**src/rtl/raw_pkg.sv**
```systemverilog
// Package raw_pkg
// Purpose : default sizes and the destination-select encoding shared by the
//           hazard interlock and its checker.
// Assumes : register numbers are unsigned and register 0 is hardwired zero.
package raw_pkg;
    localparam int RAW_REG_W   = 5;
    localparam int RAW_NUM_STG = 3;

    typedef enum logic {
        DST_FROM_RT = 1'b0,
        DST_FROM_RD = 1'b1
    } dst_src_e;
endpackage

```
**src/rtl/raw_dst_mux.sv**
```systemverilog
// Module raw_dst_mux
// Purpose : picks the real destination of one older latch from its two
//           candidate fields and marks it live when it will be written.
// Assumes : a bubble in the latch arrives with wr_en cleared.
module raw_dst_mux
    import raw_pkg::*;
#(
    parameter int REG_W = RAW_REG_W
) (
    input  logic             wr_en,
    input  logic             dst_sel,
    input  logic [REG_W-1:0] rt_fld,
    input  logic [REG_W-1:0] rd_fld,
    output logic [REG_W-1:0] dst_num,
    output logic             dst_live
);
    dst_src_e sel_e;

    // decode the select bit and choose the destination field
    always_comb begin
        sel_e   = dst_src_e'(dst_sel);
        dst_num = (sel_e == DST_FROM_RD) ? rd_fld : rt_fld;
    end

    // a destination counts only when written and not the zero register
    always_comb begin
        dst_live = wr_en && (dst_num != '0);
    end
endmodule

```
**src/rtl/raw_src_cmp.sv**
```systemverilog
// Module raw_src_cmp
// Purpose : flags a hazard when a live destination equals either source
//           register of the decoding instruction.
// Assumes : dst_live already excludes register 0 and disabled writes.
module raw_src_cmp
    import raw_pkg::*;
#(
    parameter int REG_W = RAW_REG_W
) (
    input  logic [REG_W-1:0] dst_num,
    input  logic             dst_live,
    input  logic [REG_W-1:0] src_a,
    input  logic [REG_W-1:0] src_b,
    output logic             hit
);
    logic match_a;
    logic match_b;

    // equality against each source operand
    always_comb begin
        match_a = (dst_num == src_a);
        match_b = (dst_num == src_b);
    end

    // qualify with liveness
    always_comb begin
        hit = dst_live && (match_a || match_b);
    end
endmodule

```
**src/rtl/raw_stall_ctl.sv**
```systemverilog
// Module raw_stall_ctl
// Purpose : folds per-stage hazard flags into the freeze and bubble controls.
// Assumes : any single flag is enough to stall the front of the pipeline.
module raw_stall_ctl #(
    parameter int NUM_STG = 3
) (
    input  logic [NUM_STG-1:0] hit_vec,
    output logic               pc_write_en,
    output logic               ifid_write_en,
    output logic               ctrl_zero
);
    logic stall;

    // reduce the flags to one stall decision
    always_comb begin
        stall = |hit_vec;
    end

    // drive freeze enables and bubble request from the decision
    always_comb begin
        pc_write_en   = !stall;
        ifid_write_en = !stall;
        ctrl_zero     = stall;
    end
endmodule

```
**src/rtl/raw_interlock.sv**
```systemverilog
// Module raw_interlock
// Purpose : read-after-write interlock for a five-stage pipeline without
//           bypassing; stalls decode while any older writer targets one of
//           its sources.
// Assumes : stage 0 is execute, 1 memory, 2 write-back; fields are packed
//           REG_W bits per stage, lowest stage in the lowest bits. Purely
//           combinational, so it needs no clock or reset.
module raw_interlock
    import raw_pkg::*;
#(
    parameter int REG_W   = RAW_REG_W,
    parameter int NUM_STG = RAW_NUM_STG
) (
    input  logic [REG_W-1:0]         dec_rs,
    input  logic [REG_W-1:0]         dec_rt,
    input  logic [NUM_STG-1:0]       stg_wr_en,
    input  logic [NUM_STG-1:0]       stg_dst_sel,
    input  logic [NUM_STG*REG_W-1:0] stg_rt_fld,
    input  logic [NUM_STG*REG_W-1:0] stg_rd_fld,
    output logic                     pc_write_en,
    output logic                     ifid_write_en,
    output logic                     ctrl_zero
);
    localparam int FLD_W = NUM_STG * REG_W;

    logic [FLD_W-1:0]   stg_dst;
    logic [NUM_STG-1:0] stg_live;
    logic [NUM_STG-1:0] stg_hit;

    // one destination picker and one comparator per older stage
    for (genvar k = 0; k < NUM_STG; k++) begin : g_stage
        raw_dst_mux #(.REG_W(REG_W)) u_dst (
            .wr_en   (stg_wr_en[k]),
            .dst_sel (stg_dst_sel[k]),
            .rt_fld  (stg_rt_fld[k*REG_W +: REG_W]),
            .rd_fld  (stg_rd_fld[k*REG_W +: REG_W]),
            .dst_num (stg_dst[k*REG_W +: REG_W]),
            .dst_live(stg_live[k])
        );

        raw_src_cmp #(.REG_W(REG_W)) u_cmp (
            .dst_num (stg_dst[k*REG_W +: REG_W]),
            .dst_live(stg_live[k]),
            .src_a   (dec_rs),
            .src_b   (dec_rt),
            .hit     (stg_hit[k])
        );
    end

    raw_stall_ctl #(.NUM_STG(NUM_STG)) u_ctl (
        .hit_vec      (stg_hit),
        .pc_write_en  (pc_write_en),
        .ifid_write_en(ifid_write_en),
        .ctrl_zero    (ctrl_zero)
    );
endmodule

```
**config.mk**
```make
export PLATFORM = sky130hd
export DESIGN_NAME = raw_interlock
export DESIGN_NICKNAME = d
export VERILOG_FILES = /design/src/rtl/raw_pkg.sv /design/src/rtl/raw_dst_mux.sv /design/src/rtl/raw_src_cmp.sv /design/src/rtl/raw_stall_ctl.sv /design/src/rtl/raw_interlock.sv
export SDC_FILE = /design/constraint.sdc
export NUM_CORES = 1
export LEC_CHECK = 0
export BUFFER_PORTS_ARGS = -buffer_cell sky130_fd_sc_hd__buf_2
export CORE_MARGIN = 4
export CORE_UTILIZATION = 42
export DETAILED_ROUTE_END_ITERATION = 10
export GPL_TIMING_DRIVEN = 1
export PLACE_DENSITY = 0.85
export SETUP_SLACK_MARGIN = 0.05
export SLEW_MARGIN = 0
export SYNTH_ARGS = -nofsm -noshare
export SYNTH_HDL_FRONTEND = slang
export SYNTH_SLANG_ARGS = --single-unit
```
**constraint.sdc**
```tcl
create_clock -name vclk -period 1.6
set_input_delay 0.08 -clock vclk [all_inputs]
set_output_delay 0.08 -clock vclk [all_outputs]
set_load 0.02 [all_outputs]
```
# Word level (Yosys, flattened, before mapping)
# Cells that the tools add are included.
# classes
addsub,0
mul,0
div,0
n_lt_le_gt_ge,0
n_eq_ne,6
n_shift,0
n_mux,3
bitwise,0
n_reduce_logical,14
# op_table
cell,count
5-bit == test,6
5-bit two-way mux,3
5-bit nonzero test,3
1-bit logical AND,6
1-bit logical OR,3
3-bit OR reduction,1
1-bit logical NOT,1
# word_totals
ff_bits,0
latch_bits,0
ramBits,0
mem_bits_ro,0
input_bits,46
out_inout_bits,3
elab_cells,23
n_memories,0

# Logic depth before layout (Yosys ltp)
# Gate-level depths: netlist of run 1.
# logic_depth
word_depth,6
depth_mapped,8
ltp_nobuf,6

# By module
# Synthesis of run 1 repeated with hierarchy kept, for this count alone.
# hier_totals
hier_cells,72
area_unflattened_um2,600.6
# by_module_without_submodules
module,instances,cells_each,area_per_inst_um2,seq_area_each_um2
raw_src_cmp,3,15,113.9,0.0
raw_dst_mux,3,8,80.1,0.0
raw_stall_ctl,1,3,18.8,0.0

# Worst setup path before layout of run 1
# Ideal clock, no wire load.
# synth_timing
path_type,in2out
from,input stg_dst_sel[2]
to,output pc_write_en
arrival_time_ps,1817
required_ps,1520
slack_ps,-297
cell_stages,8
cell_sequence,buf_6 > or4_1 > o22ai_1 > nand2_1 > nand2_1 > a21oi_1 > nor3_1 > buf_4
# synth_between
elab_chain_len,6
# synth_rtl
item,line_no,source
"start, declared",raw_interlock.sv:17,"input logic [NUM_STG-1:0] stg_dst_sel,"
5-bit two-way mux *,raw_dst_mux.sv:22,dst_num = (sel_e == DST_FROM_RD) ? rd_fld : rt_fld;
"5-bit == test, or another cell as far along",raw_src_cmp.sv:21,match_a = (dst_num == src_a);
1-bit logical OR or 1-bit logical AND (tied branches),"raw_src_cmp.sv:27, raw_dst_mux.sv:27",
1-bit logical AND *,raw_src_cmp.sv:27,hit = dst_live && (match_a || match_b);
3-bit OR reduction *,raw_stall_ctl.sv:16,stall = |hit_vec;
1-bit logical NOT *,--,
"end, declared",raw_interlock.sv:20,"output logic pc_write_en,"
# Mark *: on every way between the ends. The rest lies on a longest branch, timed or not.

# Final worst setup path of run 1
# layout_timing
from,input stg_rt_fld[8]
to,output ctrl_zero
# layout_between
elab_chain_len,5
# layout_rtl
item,line_no,source
"start, declared",raw_interlock.sv:18,"input logic [NUM_STG*REG_W-1:0] stg_rt_fld,"
5-bit two-way mux *,raw_dst_mux.sv:22,
"5-bit == test, or another cell as far along",raw_src_cmp.sv:21,
1-bit logical OR or 1-bit logical AND (tied branches),"raw_src_cmp.sv:27, raw_dst_mux.sv:27",
1-bit logical AND *,raw_src_cmp.sv:27,
3-bit OR reduction *,raw_stall_ctl.sv:16,
"end, declared",raw_interlock.sv:22,output logic ctrl_zero
# Marks and branches as above.

==> results of run 1 <==
==> cell type report <==
class,instances,area [um^2]
Tap cell,15,18.8
Multi-Input combinational cell,75,692
Timing Repair Buffer,55,332
Fill cell,100,308
==> what timing repair did <==
item / CTS / global route
gates cloned: 0 / 0
buffers inserted: 0 / 1
pin swaps: 0 / 7
endpoints found under the setup margin: 3 / 3
gates resized for setup: 5 / 20
endpoints found under the hold margin: 0 / 0
==> metal layers <==
layer | GRT usage | part of all wire | vias to the layer above
li1 | - | - | 396
met1 | 0.251 | 0.41 | 381
met2 | 0.363 | 0.53 | 27
met3 | 0.00391 | 0.051 | 2
met4 | 0.00568 | 0.0077 | 0
met5 | 0 | 0 | -
==> kinds of logic after synthesis <==
kind of cell / after synthesis
AOI/OAI and AO/OA: 6
and+or+nand+nor: 24
xor gates and xnor gates: 30
buffers and inverters: 4
muxes: 15
==> stage by stage <==
| stage | instance area (um^2) | TNS [ns] | std cells | hold slack, ns | total power, W |
|---|---|---|---|---|---|
| 6_report | 1040 | -0.132 | 145 | 0.652 | 0.000324 |
| 5_1_grt | 1040 | -0.425 | 145 | 0.698 | 0.000350 |
| 4_1_cts | 927 | -0.0647 | 144 | 0.724 | 0.000282 |
| 3_5_place_dp | 912 | -0.121 | 144 | 0.724 | 0.000275 |
| 3_3_place_gp | 912 | -0.0220 | 144 | 0.688 | 0.000265 |
| 2_1_floorplan | 642 | 0 | 79 | 0.449 | 0.000170 |
==> placed cells by master (no fill, tap or decap), types with 5 or more instances in the layout <==
cell type / n
xnor2_1: 18
mux2i_1: 7
xor2_1: 12
mux2i_2: 5
nor3_1: 6
nand3_1: 6
buf_4: 10
buf_2: 40
buf_6: 5
==> final timing paths <==
check	startpoint	end	slack [ns]	cells past startpoint
worst max-delay path	stg_rt_fld[8]	ctrl_zero	-0.07	6
worst min-delay path	stg_wr_en[2]	ctrl_zero	0.65	5
==> critical path, stage by stage <==
cell	delay, ns
buf_6	0.09
or4_4	0.53
o311ai_4	0.29
a21oi_2	0.06
or3_1	0.39
buf_6	0.14
==> report_power, final <==
group          total (W)  internal (W)  switching (W)  leakage, nW
clock                  0             0              0            0
combinational   0.000324      0.000171       0.000153        0.450
sequential             0             0              0            0
total           0.000324      0.000171       0.000153        0.450
==> impl_metrics.py, run 1 <==
metrics = {
    "outcome": {
        "outcome": "finished, violations left",
        "violations": "negative setup slack",
    },
    "layout": {
        "drive_gt1_frac": 0.538,
        "antenna-diode-count": 0,
        "seqCellArea_um2": 0,
        "clkbuf_count": 0,
        "area_growth_pct": 67.3,
        "nets": 178,
        "nFlopsAndLatches": 0,
        "fin_util": 0.772,
    },
    "routing": {
        "via_count": 806,
        "drt_iter0_markers": 2,
        "firstDrtPassIters": 3,
        "drc": 0,
        "drtAntennaViolNets": 0,
        "wirelength_um": 2200,
        "wl_per_cell_um": 15.1,
        "viasPerCell": 5.56,
    },
    "synthesis": {
        "synth-compound-area-share": 0.0622,
        "post_synth.cell_area_avg_um2": 7.89,
        "ys_types": 18,
        "yosysMostFrequentCell": "xnor2_1",
        "synth-simple-area-share": 0.223,
        "post_synth_most_frequent_cells": "xnor2_1, mux2i_1, xor2_1, nor3_1, nand3_1",
        "ys_warn_count": 0,
        "ys_top_cells_by_area": "xnor2_1, mux2i_1, xor2_1",
        "syn_nets": 125,
        "synth_top_family_by_area": "XOR/XNOR gates",
        "synth_xor_area_frac": 0.422,
        "yosys.area.top_type_share": 0.253,
        "synthAdderAreaFrac": 0,
        "syn_inst": 79,
        "synth_area_leader_cell": "xnor2_1",
        "muxShareOfSynthArea": 0.247,
        "synth-seq-area-share": 0,
        "synth_area_um2": 623,
    },
    "timing": {
        "drv_slew": 0,
        "relSlewSlack": 0.787,
        "final_hold_viol_count": 0,
        "period_share": 1.04,
        "rsz0062_at_grt": "yes",
        "setup_violations": 3,
        "fin_ws_ns": -0.0684,
        "worstMarginPinSlew_ns": 0.311,
        "layout_min_cycle_time_ns": 1.67,
        "max_freq_mhz": 599,
    },
    "global_route": {
        "grt_overflow": 0,
        "grt_max_degree": 8,
        "antenna_found_initial": 0,
        "grt_pass1_vias": 815,
        "grt_usage": 0.192,
        "grt_pass1_wl_um": 3220,
    },
    "die": {
        "die-width_um": 46.5,
        "row_count": 13,
        "core_um2": 1350,
        "start_util": 0.462,
        "die_h_um": 46.5,
        "ios": 49,
        "dieArea_um2": 2160,
    },
    "power_and_ir_drop": {
        "leakage_nw": 0.450,
        "power_density_nw_per_um2": 311,
        "peakVddDrop_v": 0.000158,
    },
    "critical_path": {
        "critPathKind": "in -> out",
        "crit_path_end_kind": "output port",
        "crit_required_ns": 1.52,
        "cp-start-kind": "primary input",
        "critPathMaxFanout": 2,
        "cp.arrival_ns": 1.59,
    },
    "placement": {
        "place_congestion": 0.820,
        "dpl_worst_slack_ns": -0.0654,
        "port_buffers": 49,
        "dp_hpwl_um": 1770,
    },
    "job": {
        "cap_violations": 0,
    },
    "clock_tree": {
        "cts.hold.buffers_added": 0,
    },
    "hold_path": {
        "min_path_type": "in -> out",
    },
}
Power figures use the tool's default switching activity.
==> inputs of run 2 (changes only) <==
--- a/config.mk
+++ b/config.mk
@@ -7,10 +7,10 @@
 export LEC_CHECK = 0
 export BUFFER_PORTS_ARGS = -buffer_cell sky130_fd_sc_hd__buf_2
 export CORE_MARGIN = 4
-export CORE_UTILIZATION = 42
+export CORE_UTILIZATION = 40
 export DETAILED_ROUTE_END_ITERATION = 10
 export GPL_TIMING_DRIVEN = 1
-export PLACE_DENSITY = 0.85
+export PLACE_DENSITY = 0.81
 export SETUP_SLACK_MARGIN = 0.05
 export SLEW_MARGIN = 0
 export SYNTH_ARGS = -nofsm -noshare
==> impl_metrics.py, run 2 (synthesis gave the netlist of run 1 again) <==
metrics = {
    "routing": {
        "drt_iter0_markers": 27,
        "wl_met1_um": 931,
        "drc": 0,
        "top_layer": "met4",
        "wl_per_cell_um": 18.3,
        "wirelength_um": 2710,
        "viasPerCell": 6.01,
        "wl_met2_um": 1430,
        "via_count": 889,
        "drtAntennaViolNets": 0,
        "firstDrtPassIters": 4,
        "dr_wl_met3_um": 212,
    },
    "power_and_ir_drop": {
        "p_sw_frac": 0.479,
        "peakVddDrop_v": 0.000196,
        "switchingPower_w": 0.000173,
        "power_density_nw_per_um2": 321,
        "leakage_nw": 0.483,
        "seq_power_share": 0,
        "internal_power_w": 0.000188,
        "p_clk_frac": 0,
        "comb_power_share": 1.000,
        "total_power_w": 0.000361,
    },
    "timing": {
        "max_freq_mhz": 587,
        "drv_slew": 0,
        "rsz0062_at_grt": "yes",
        "layout_min_cycle_time_ns": 1.70,
        "relSlewSlack": 0.778,
        "period_share": 1.06,
        "fin_ws_ns": -0.104,
        "worstMarginPinSlew_ns": 0.324,
        "setup_violations": 3,
        "final_hold_viol_count": 0,
    },
    "layout": {
        "final.fill_count": 97,
        "area_growth_pct": 80.7,
        "fin_area_um2": 1130,
        "drive_gt1_frac": 0.576,
        "nFlopsAndLatches": 0,
        "seqCellArea_um2": 0,
        "mostFrequentLayoutCell": "buf_2",
        "fin_util": 0.814,
        "final_cell_mix": "buf_2, xnor2_1, xor2_1, buf_6, buf_4",
        "clkbuf_count": 0,
        "nets": 180,
    },
    "critical_path": {
        "critPathKind": "in -> out",
        "cp.arrival_ns": 1.62,
        "crit_chain": "buf_8 -> or4_4 -> o311ai_4 -> a21oi_2 -> or3_1 -> buf_6",
        "critical-path-max-stage-delay_ns": 0.54,
        "cp-start-kind": "primary input",
        "crit_path_end_kind": "output port",
        "critical-path-top-delay-family": "simple AND/OR/NAND/NOR gates",
        "cp_num_buf_inv": 2,
        "crit_required_ns": 1.52,
        "cp_slowest_cell": "or4_4",
        "critPathMaxFanout": 2,
    },
    "global_route": {
        "grt_usage": 0.186,
        "grt_overflow": 0,
        "antenna_found_initial": 0,
        "grt_pass1_wl_um": 3080,
        "grt_pass1_vias": 768,
        "grt_max_degree": 8,
    },
    "die": {
        "ios": 49,
        "die-width_um": 47.5,
        "die_h_um": 47.5,
        "dieArea_um2": 2250,
        "core_um2": 1380,
        "start_util": 0.451,
        "row_count": 13,
    },
    "placement": {
        "dpl_worst_slack_ns": -0.0702,
        "port_buffers": 49,
        "dp_hpwl_um": 1790,
        "placed_cell_area_um2": 912,
        "place_congestion": 0.812,
    },
    "hold_path": {
        "min_path_type": "in -> out",
    },
    "job": {
        "cap_violations": 0,
    },
    "outcome": {
        "outcome": "finished, violations left",
        "violations": "negative setup slack",
    },
    "clock_tree": {
        "cts.hold.buffers_added": 0,
    },
}
## run 2: cell count changes in the layout (fill, tap and decap cells not counted), moves of 2 or more
cell	before	now
buf_2	40	38
buf_4	10	8
buf_6	5	8
clkbuf_4	0	2
## run 2: worst min-delay path, stage by stage
cell and delay [ns]:
buf_2 0.08, nand2_1 0.05, a21oi_2 0.11, or3_1 0.13, buf_6 0.11
## run 2: cell type report
cell class | instances | area [um^2] | area share
antenna | 1 | 2.50 | 0.00222
tap | 15 | 18.8 | 0.0167
timing repair buffer | 57 | 370 | 0.329
multi-input combinational | 75 | 734 | 0.652
## run 2: final timing paths
| kind | from | endpoint | slack [ns] | cells past startpoint |
|---|---|---|---|---|
| worst max-delay path | stg_rt_fld[4] | ctrl_zero | -0.10 | 6 |
| worst min-delay path | stg_wr_en[2] | ctrl_zero | 0.64 | 5 |
## run 2: power by group through the flow
stage / Combinational, W / Clock [W] / Sequential (W)
2_1_floorplan: 0.000170 / 0 / 0
3_3_place_gp: 0.000266 / 0 / 0
3_5_place_dp: 0.000276 / 0 / 0
4_1_cts: 0.000281 / 0 / 0
5_1_grt: 0.000384 / 0 / 0
6_report: 0.000361 / 0.0000000000839 / 0
## run 2: per-stage QoR
stage	instances	setup TNS, ns	hold slack (ns)
3_3_place_gp	144	-0.0362	0.706
2_1_floorplan	79	0	0.449
5_1_grt	147	-0.470	0.669
6_report	148	-0.172	0.636
4_1_cts	144	-0.0709	0.699
3_5_place_dp	144	-0.113	0.698
## run 2: routing by layer
layer  GRT usage  vias up
li1            -      398
met4      0.0221        0
met5           0        -
met1       0.225      414
met2       0.361       65
met3      0.0113       12
## run 2: what timing repair did
action	CTS	global route
endpoints found under the setup margin	3	3
pin swaps	1	10
gates resized for setup	3	34
setup buffers	0	3
